### src/rtl/adc_serial_ctrl.sv
module adc_serial_ctrl #(
  parameter int HALF_DIV = 2,
  parameter int HOLD_CYC = 3,
  parameter int CONV_CYC = 12
) (
  input  logic       clk,
  input  logic       rst_n,
  input  logic       start_i,
  input  logic       abort_i,
  input  logic       sdata_i,
  output logic       cs_n_o,
  output logic       ioclk_o,
  output logic [9:0] result_o,
  output logic       done_o
);
  localparam int NBITS = 10;
  localparam int TW = $clog2(CONV_CYC + HOLD_CYC + 1);
  localparam int PW = $clog2(2 * HALF_DIV);

  typedef enum logic [2:0] {
    S_IDLE, S_SETUP, S_SHIFT, S_CONV, S_ABHI, S_ABLO, S_REST
  } st_t;

  st_t             st;
  logic [TW-1:0]   tmr;
  logic [PW-1:0]   ph;
  logic [3:0]      nbit;
  logic [NBITS-1:0] shreg, res_q;
  logic            pend, abt, cs_q, ck_q, done_q;

  wire hit_hold = tmr == TW'(HOLD_CYC - 1);
  wire hit_conv = tmr == TW'(CONV_CYC - 1);
  wire ph_rise  = ph == PW'(HALF_DIV - 1);
  wire ph_end   = ph == PW'(2 * HALF_DIV - 1);
  wire last_bit = nbit == 4'(NBITS - 1);

  assign cs_n_o   = cs_q;
  assign ioclk_o  = ck_q;
  assign result_o = res_q;
  assign done_o   = done_q;

  always_ff @(posedge clk or negedge rst_n) begin
    if (!rst_n) begin
      st     <= S_IDLE;
      tmr    <= '0;
      ph     <= '0;
      nbit   <= '0;
      shreg  <= '0;
      res_q  <= '0;
      pend   <= 1'b0;
      abt    <= 1'b0;
      cs_q   <= 1'b1;
      ck_q   <= 1'b0;
      done_q <= 1'b0;
    end else begin
      done_q <= 1'b0;
      if (start_i && st != S_IDLE) pend <= 1'b1;
      case (st)
        S_IDLE: begin
          if (pend || start_i) begin
            st   <= S_SETUP;
            cs_q <= 1'b0;
            tmr  <= '0;
            pend <= 1'b0;
            abt  <= 1'b0;
          end
        end
        S_SETUP: begin
          if (abort_i) abt <= 1'b1;
          tmr <= tmr + 1'b1;
          if (hit_hold) begin
            st   <= S_SHIFT;
            ph   <= '0;
            nbit <= '0;
          end
        end
        S_SHIFT: begin
          if (abort_i) abt <= 1'b1;
          ph <= ph + 1'b1;
          if (ph_rise) begin
            ck_q  <= 1'b1;
            shreg <= {shreg[NBITS-2:0], sdata_i};
          end
          if (ph_end) begin
            ck_q <= 1'b0;
            ph   <= '0;
            nbit <= nbit + 1'b1;
            if (last_bit) begin
              cs_q <= 1'b1;
              tmr  <= '0;
              if (abt || abort_i) begin
                st <= S_ABHI;
              end else begin
                st     <= S_CONV;
                res_q  <= shreg;
                done_q <= 1'b1;
              end
            end
          end
        end
        S_CONV: begin
          tmr <= tmr + 1'b1;
          if (hit_conv) st <= S_IDLE;
        end
        S_ABHI: begin
          tmr <= tmr + 1'b1;
          if (hit_hold) begin
            st   <= S_ABLO;
            cs_q <= 1'b0;
            tmr  <= '0;
          end
        end
        S_ABLO: begin
          tmr <= tmr + 1'b1;
          if (hit_hold) begin
            st   <= S_REST;
            cs_q <= 1'b1;
            tmr  <= '0;
          end
        end
        S_REST: begin
          tmr <= tmr + 1'b1;
          if (hit_hold) st <= S_IDLE;
        end
        default: st <= S_IDLE;
      endcase
    end
  end
endmodule


### config.mk
export PLATFORM = sky130hd
export DESIGN_NAME = adc_serial_ctrl
export DESIGN_NICKNAME = d
export VERILOG_FILES = /design/src/rtl/adc_serial_ctrl.sv
export SDC_FILE = /design/constraint.sdc
export NUM_CORES = 1
export LEC_CHECK = 0
export BUFFER_PORTS_ARGS = -buffer_cell sky130_fd_sc_hd__buf_4
export CAP_MARGIN = 20
export CORE_MARGIN = 3
export CORE_UTILIZATION = 52
export CTS_CLUSTER_SIZE = 12
export DETAILED_ROUTE_END_ITERATION = 8
export PLACE_DENSITY_LB_ADDON = 0.12
export SETUP_SLACK_MARGIN = 0.05
export SLEW_MARGIN = 20
export SYNTH_ARGS = -nofsm -noshare
export SYNTH_HDL_FRONTEND = slang
export SYNTH_SLANG_ARGS = --single-unit
### constraint.sdc
create_clock -name clk -period 1.8 [get_ports clk]
set_clock_uncertainty 0.2 [all_clocks]
set_input_delay 0 -clock clk [delete_from_list [all_inputs] [get_ports clk]]
set_output_delay 0 -clock clk [all_outputs]
set_load 0.1 [all_outputs]
# ---- Yosys cells after proc, flatten, opt, wreduce, memory -nomap -nowiden
# Cells that the tools add are included.
dict set report classes {
  n_addsub 3
  n_eq_ne 20
  mux 38
  n_bitwise 1
  reduce_logical 22
}
# operator n
set op_table {}
lappend op_table {{2-to-1 mux 3 bit} 9}
lappend op_table {{2-to-1 mux 4 bit} 6}
lappend op_table {{case mux 3 bit (7 select lines)} 1}
lappend op_table {{inequality test 2 bit (second input constant)} 8}
lappend op_table {{case mux 4 bit (4 select lines)} 1}
lappend op_table {{2-to-1 mux 1 bit} 15}
lappend op_table {{== test 3 bit (second input constant)} 3}
lappend op_table {{adder 4 x 1 -> 4 bit (second input constant)} 2}
lappend op_table {{== test 4 bit (second input constant)} 2}
lappend op_table {{case mux 4 bit (2 select lines)} 1}
lappend op_table {{AND reduction 4 bit} 2}
lappend op_table {{AND reduction 8 bit} 1}
lappend op_table {{nonzero test 4 bit} 2}
lappend op_table {{== test 3 x 2 -> 1 bit (second input constant)} 2}
lappend op_table {{AND reduction 2 bit} 3}
lappend op_table {{AND reduction 3 bit} 2}
lappend op_table {{AND reduction 6 bit} 1}
lappend op_table {{nonzero test 2 bit} 3}
lappend op_table {{== test 4 x 2 -> 1 bit (second input constant)} 1}
lappend op_table {{2-to-1 mux 2 bit} 2}
lappend op_table {{case mux 1 bit (4 select lines)} 1}
lappend op_table {{case mux 2 bit (2 select lines)} 1}
lappend op_table {{OR reduction 2 bit} 2}
lappend op_table {{== test 3 x 1 -> 1 bit (second input constant)} 1}
lappend op_table {{other kinds (11)} 12}
dict set report totals {
  regBits 38
  in_bits 5
  output_inout_bits 13
  wordCells 95
}

# ---- Depth between registers and ports, before layout
# Gate-level depths: netlist of the first run.
dict set report depth {
  depth_word 5
  ltp_mapped 7
  depth_no_buf 6
}

# ---- Least setup slack after synthesis of the first run
# No wires, ideal clock.
dict set report synth_path {
  kind {register to register}
  from {register tmr[0]}
  to {register tmr[2]}
  setup_time_ns 0.124
  arrival_time_ns 1.547
  t_required_ns 1.476
  slack_ns -0.071
  stages_incl_launch_ff 7
  synth_period_minus_slack_ns 1.871
  path_cell_list {dfrtp_1 > inv_1 > ha_1 > or3b_4 > o211ai_4 > nor3b_1 > a211o_1}
}
dict set report synth_between {
  elab_chain_cells 3
  word_cells_on_any_way 4
  cone_classes {1 x add/sub; 1 x eq/ne; 2 x mux}
}
# item line
set synth_rtl {}
lappend synth_rtl {{start: declaration} 25} ;# logic [TW-1:0] tmr;
lappend synth_rtl {{start signal: assignment} 70} ;# tmr <= tmr + 1'b1;
lappend synth_rtl {{start signal: assignment} 102} ;# tmr <= tmr + 1'b1;
lappend synth_rtl {{start signal: assignment} 106} ;# tmr <= tmr + 1'b1;
lappend synth_rtl {{adder 4 x 1 -> 4 bit or == test 4 x 2 -> 1 bit (tied branches)} --}
lappend synth_rtl {{2-to-1 mux 4 bit} {107, 115}}
lappend synth_rtl {{case mux 4 bit (4 select lines) (*)} 58} ;# case (st)
# Mark *: on every way between the ends. The rest lies on a longest branch, timed or not.
# A chain may end at the register's enable or synchronous reset.

# ---- Worst setup path after layout of the first run
# Same ends and word-level chain as after synthesis.

==> results of run 1 <==
[path summary, 6_finish.rpt]
path	start	to	slack, ps	depth (start not counted)
worst min register to register	ioclk_o$_DFFE_PN0P_	ioclk_o$_DFFE_PN0P_	310	1
worst max-delay path	tmr[0]$_DFFE_PN0P_	tmr[2]$_DFFE_PN0P_	-100	6
max in group asynchronous	rst_n	cs_n_o$_DFFE_PN1P_	560	3
worst max register to register	tmr[0]$_DFFE_PN0P_	tmr[2]$_DFFE_PN0P_	-100	6
worst min-delay path	sdata_i	shreg[0]$_DFFE_PN0P_	250	3
min in group asynchronous	rst_n	nbit[2]$_DFFE_PN0P_	460	3
[worst min-delay path, cell delays in order]
cell and delay [ps]:
dlygate4sd3_1 530, buf_4 100, mux2_4 130
[state kept, by name, summed over array words and instances, names as in the netlist]
register	count
tmr	4
done_o	1
ioclk_o	1
shreg	10
cs_n_o	1
ph	2
abt	1
nbit	4
result_o	10
st	3
pend	1
[logic make-up after synthesis]
| family | Yosys count | share of synthesized area |
|---|---|---|
| compound gates | 29 | 0.111 |
| xor+xnor | 1 | 0.00484 |
| fa+ha+maj | 6 | 0.0415 |
| buf+inv | 12 | 0.0325 |
| flops | 38 | 0.526 |
| mux | 21 | 0.147 |
| simple gates | 43 | 0.138 |
[cell usage in the layout (no fill, tap or decap), drive strengths merged, types with 2 or more instances in the layout]
cell         Yosys  final
a211o            2      2
a21oi            7      7
a31oi            3      3
buf              4     45
bufinv           0      2
clkbuf           1      7
dfrtp           37     37
dlygate4sd3      0      5
ha               6      6
inv              7      7
mux2            20     20
nand2            7      7
nand3            7      7
nor2            13     13
nor3             5      5
nor3b            4      4
o21ai            7      7
o31a             2      2
[timing repair]
| item | CTS | global route |
|---|---|---|
| buffers inserted | 1 | 2 |
| setup endpoints to repair | 25 | 30 |
| hold buffers | 5 | 0 |
| endpoints found under the hold margin | 44 | 0 |
| gates resized for setup | 6 | 26 |
| cloned | 0 | 1 |
| pin swaps | 2 | 9 |
[where the power goes]
| part | internal, mW | total, mW | switching (mW) |
|---|---|---|---|
| registers | 1.04 | 1.18 | 0.143 |
| logic | 0.718 | 1.45 | 0.731 |
| clock network | 0.470 | 0.754 | 0.283 |
| total | 2.23 | 3.39 | 1.16 |
[routing by layer]
| layer | track usage | part of all wire |
|---|---|---|
| met3 | 0.0399 | 0.027 |
| met2 | 0.335 | 0.52 |
| met5 | 0 | 0 |
| met1 | 0.233 | 0.44 |
| met4 | 0.0633 | 0.0065 |
[layout make-up]
class	instances	area (sq um)	area share
Clock inverter	2	60.1	0.0238
Tap cell	44	55.1	0.0218
Multi-Input combinational cell	100	925	0.367
Timing Repair Buffer	51	453	0.180
Clock buffer	6	51.3	0.0203
Inverter	7	26.3	0.0104
Sequential cell	38	952	0.377
==> impl_metrics.json, run 1 <==
{
  "p_total_mw": 3.39,
  "yosysTopAreaCell": "dfrtp_1",
  "numClockSinks": 38,
  "insertion_delay_ps": 350,
  "drt-initial-drc-count": 55,
  "port_buffers": 17,
  "syn_inst": 150,
  "min_period_ps": 1900,
  "cp.arrival_ps": 1930,
  "rsz0062_at_grt": "true",
  "finalSetupViolCount": 5,
  "cts_tree": "built",
  "core_sq_um": 3180,
  "tns_ps": -316,
  "die-width_um": 65.0,
  "initial_core_util": 0.570,
  "grt_overflow": 0,
  "areaGrowthSynthToFinish_pct": 39.3,
  "first_pass_iters": 4,
  "num_antenna_cells": 0,
  "placed_cell_area_sq_um": 2190,
  "vias": 1315,
  "outcome": "finished, violations left",
  "syn_area_sq_um": 1810,
  "worstPathRequired_ps": 1830,
  "fmax_mhz": 527,
  "crit_path_max_fanout": 5,
  "violations": "negative setup slack",
  "ys_ff_latch": 38,
  "cts_buffers": 5,
  "p_leak_nw": 1.28,
  "gp_congestion": 0.887,
  "yosys_warnings": 0,
  "end_kind": "flop",
  "finalWorstSetupSlack_ps": -98.0,
  "yosys.area.top_type_share": 0.511,
  "fp.dieArea_sq_um": 4230,
  "crit_slowest_cell": "dfrtp_1",
  "antenna_found_initial": 0,
  "cts_buffer_depth": 2,
  "fin_crit_sh": 1.05,
  "worst-path-buf-inv": 1,
  "final_nets": 214,
  "grt.total_usage": 0.191,
  "clkSlewWorstSetupHoldPaths_ps": 110,
  "cts.root.buffer_cell": "clkbuf_4",
  "place_ws_ps": -76.4,
  "stdcell_area_sq_um": 2520,
  "htreeDepth": 2,
  "crit_family": "compound AO/OA/AOI/OAI gates",
  "final_core_util": 0.794,
  "dp_hpwl_mm": 2.53,
  "drv_slew": 0,
  "hold_slack_ps": 249,
  "ant_nets": 0,
  "fill_cells": 196,
  "final_layout_size_suffix_gt1_frac": 0.475,
  "ys_seq_area_frac": 0.526,
  "grt_pass1_wl_mm": 6.20,
  "rows": 20,
  "slowest_delay_ps": 400,
  "slew_headroom": 0.686,
  "avgRoutedWirePerCell_um": 15.6,
  "dp_cells": 231,
  "drt_drc_violations_left": 0,
  "io_pins": 18,
  "path_cells": "inv_2 -> ha_4 -> or3b_4 -> o211ai_4 -> nor3b_2 -> a211o_1",
  "hold_viol_final": 0,
  "ys_async_sr_fraction": 1.00,
  "synth_edf_count": 0,
  "routed_wl_mm": 3.86,
  "synth.area.top_cells": "dfrtp_1 51%, mux2_2 7.5%, mux2_4 6.6%",
  "die_h_um": 65.0,
  "worstSetupPathType": "flop to flop",
  "yosysMostFrequentCell": "dfrtp_1",
  "synth_commonest_cells": "37 x dfrtp_1, 13 x nor2_1, 12 x mux2_2, 8 x mux2_4",
  "grt_pass1_vias": 1354,
  "syn_avg_cell_area_sq_um": 12.1,
  "grt_max_degree": 39,
  "synth_cell_types": 40,
  "cp-start-kind": "flop",
  "cap_viol_max_count": 0,
  "syn-num-nets": 161,
  "p_per_area_nw_per_um2": 1340,
  "final_cells": 248,
  "tightest_slew_ps": 471,
  "peakVddDrop_mv": 0.969,
  "via_per_inst": 5.30,
  "ys.flop_type": "dfrtp_1",
  "min_path_type": "primary input to flop"
}
(Power assumes the default switching activity.)
==> run 2: changes to the inputs <==
--- a/config.mk
+++ b/config.mk
@@ -7,8 +7,11 @@
 export LEC_CHECK = 0
 export BUFFER_PORTS_ARGS = -buffer_cell sky130_fd_sc_hd__buf_4
 export CAP_MARGIN = 20
+export CELL_PAD_IN_SITES_DETAIL_PLACEMENT = 1
+export CELL_PAD_IN_SITES_GLOBAL_PLACEMENT = 1
 export CORE_MARGIN = 3
-export CORE_UTILIZATION = 52
+export CORE_UTILIZATION = 44
+export CTS_BUF_LIST = sky130_fd_sc_hd__clkbuf_4
 export CTS_CLUSTER_SIZE = 12
 export DETAILED_ROUTE_END_ITERATION = 8
 export PLACE_DENSITY_LB_ADDON = 0.12
==> impl_metrics.json, run 2 (synthesized netlist as in run 1, its figures left out) <==
{
  "outcome": "finished, violations left",
  "violations": "negative setup slack",
  "port_buffers": 17,
  "peakVddDrop_mv": 0.591,
  "finalSetupViolCount": 12,
  "final_layout_size_suffix_gt1_frac": 0.445,
  "cp-start-kind": "flop",
  "cts_buffers": 5,
  "insertion_delay_ps": 350,
  "grt.total_usage": 0.174,
  "worstPathRequired_ps": 1850,
  "areaGrowthSynthToFinish_pct": 32.5,
  "tns_ps": -472,
  "grt_max_degree": 39,
  "multi_input_area_sq_um": 886,
  "rows": 22,
  "vias": 1356,
  "core_sq_um": 3800,
  "hold_viol_final": 0,
  "worstSetupPathType": "flop to flop",
  "gp_congestion": 0.891,
  "num_antenna_cells": 0,
  "crit_path_max_fanout": 4,
  "fin_crit_sh": 1.06,
  "cap_viol_max_count": 0,
  "p_per_area_nw_per_um2": 1260,
  "cp.arrival_ps": 1950,
  "grt_overflow": 0,
  "grt_pass1_wl_mm": 6.87,
  "avgRoutedWirePerCell_um": 17.9,
  "p_leak_nw": 1.22,
  "hold_slack_ps": 249,
  "min_path_type": "primary input to flop",
  "place_ws_ps": -61.5,
  "min_period_ps": 1910,
  "finalWorstSetupSlack_ps": -107,
  "slowest_delay_ps": 400,
  "cts_tree": "built",
  "io_pins": 18,
  "final_cell_mix": "37 x dfrtp_1, 37 x buf_4, 18 x mux2_4, 12 x nor2_1, 7 x nand3_1",
  "drt_drc_violations_left": 0,
  "initial_core_util": 0.477,
  "numClockSinks": 38,
  "rsz0062_at_grt": "true",
  "end_kind": "flop",
  "fill_cells": 394,
  "antenna_found_initial": 0,
  "slew_headroom": 0.679,
  "routed_wl_mm": 4.43,
  "htreeDepth": 2,
  "drt-initial-drc-count": 38,
  "ant_nets": 0,
  "path_cells": "inv_1 -> ha_2 -> nand4b_4 -> buf_4 -> a22oi_1 -> nand2_1 -> a211o_1",
  "dp_hpwl_mm": 2.81,
  "final_nets": 211,
  "via_per_inst": 5.47,
  "die-width_um": 70.1,
  "tightest_slew_ps": 481,
  "cts_buffer_depth": 2,
  "first_pass_iters": 4,
  "drv_slew": 0,
  "p_total_mw": 3.01,
  "crit_slowest_cell": "dfrtp_1",
  "clkSlewWorstSetupHoldPaths_ps": 110,
  "grt_pass1_vias": 1438,
  "cts.root.buffer_cell": "clkbuf_4",
  "die_h_um": 70.1,
  "fmax_mhz": 525,
  "final_core_util": 0.631,
  "seq_area_sq_um": 952,
  "fp.dieArea_sq_um": 4920
}
==> run 2: repair_timing <==
| action | CTS | global route |
|---|---|---|
| resized for setup | 5 | 19 |
| cloned | 0 | 1 |
| hold buffers | 5 | 0 |
| hold endpoints to repair | 46 | 0 |
| buffers inserted | 1 | 0 |
| endpoints found under the setup margin | 26 | 30 |
| pin swaps | 2 | 5 |
==> run 2: layout make-up <==
| class | count | share of cell area |
|---|---|---|
| repair buffers | 48 | 0.178 |
| flip-flops and latches | 38 | 0.397 |
| inverters | 7 | 0.0110 |
| clock inverters | 2 | 0.00417 |
| multi-input cells | 100 | 0.369 |
| well taps | 48 | 0.0250 |
| clock buffers | 5 | 0.0156 |
==> run 2: through the flow <==
step	instance area, sq um	std cells
3_3_place_gp	2180	234
3_5_place_dp	2180	234
5_1_grt	2400	248
2_1_floorplan	1820	150
6_report	2400	248
4_1_cts	2310	247
==> run 2: worst max-delay path, delay by kind of cell, from the launching register on <==
kind	cells	cell delay, ps
adders and majority gates	1	200
and+or+nand+nor	2	270
DFF	1	400
buffers and inverters	2	240
AOI/OAI and AO/OA	2	500
==> run 2: final timing paths <==
path,start,slack (ps),endpoint,cells after the start
min reg2reg,ioclk_o$_DFFE_PN0P_,320,ioclk_o$_DFFE_PN0P_,1
max in group asynchronous,rst_n,560,cs_n_o$_DFFE_PN1P_,3
max,nbit[1]$_DFFE_PN0P_,-110,tmr[3]$_DFFE_PN0P_,7
max reg2reg,nbit[1]$_DFFE_PN0P_,-110,tmr[3]$_DFFE_PN0P_,7
min,sdata_i,250,shreg[0]$_DFFE_PN0P_,3
min in group asynchronous,rst_n,470,nbit[2]$_DFFE_PN0P_,3
==> run 2: layer usage <==
layer | GRT usage | wire [um]
met1 | 0.214 | 1910
met2 | 0.299 | 2380
met3 | 0.0302 | 79
met4 | 0.0766 | 63
met5 | 0 | 0
==> run 2: report_power, final <==
part | leakage [nW] | internal (mW) | switching, mW
clock | 0.0308 | 0.141 | 0.289
combinational | 0.682 | 0.669 | 0.725
sequential | 0.505 | 1.04 | 0.147
total | 1.22 | 1.85 | 1.16
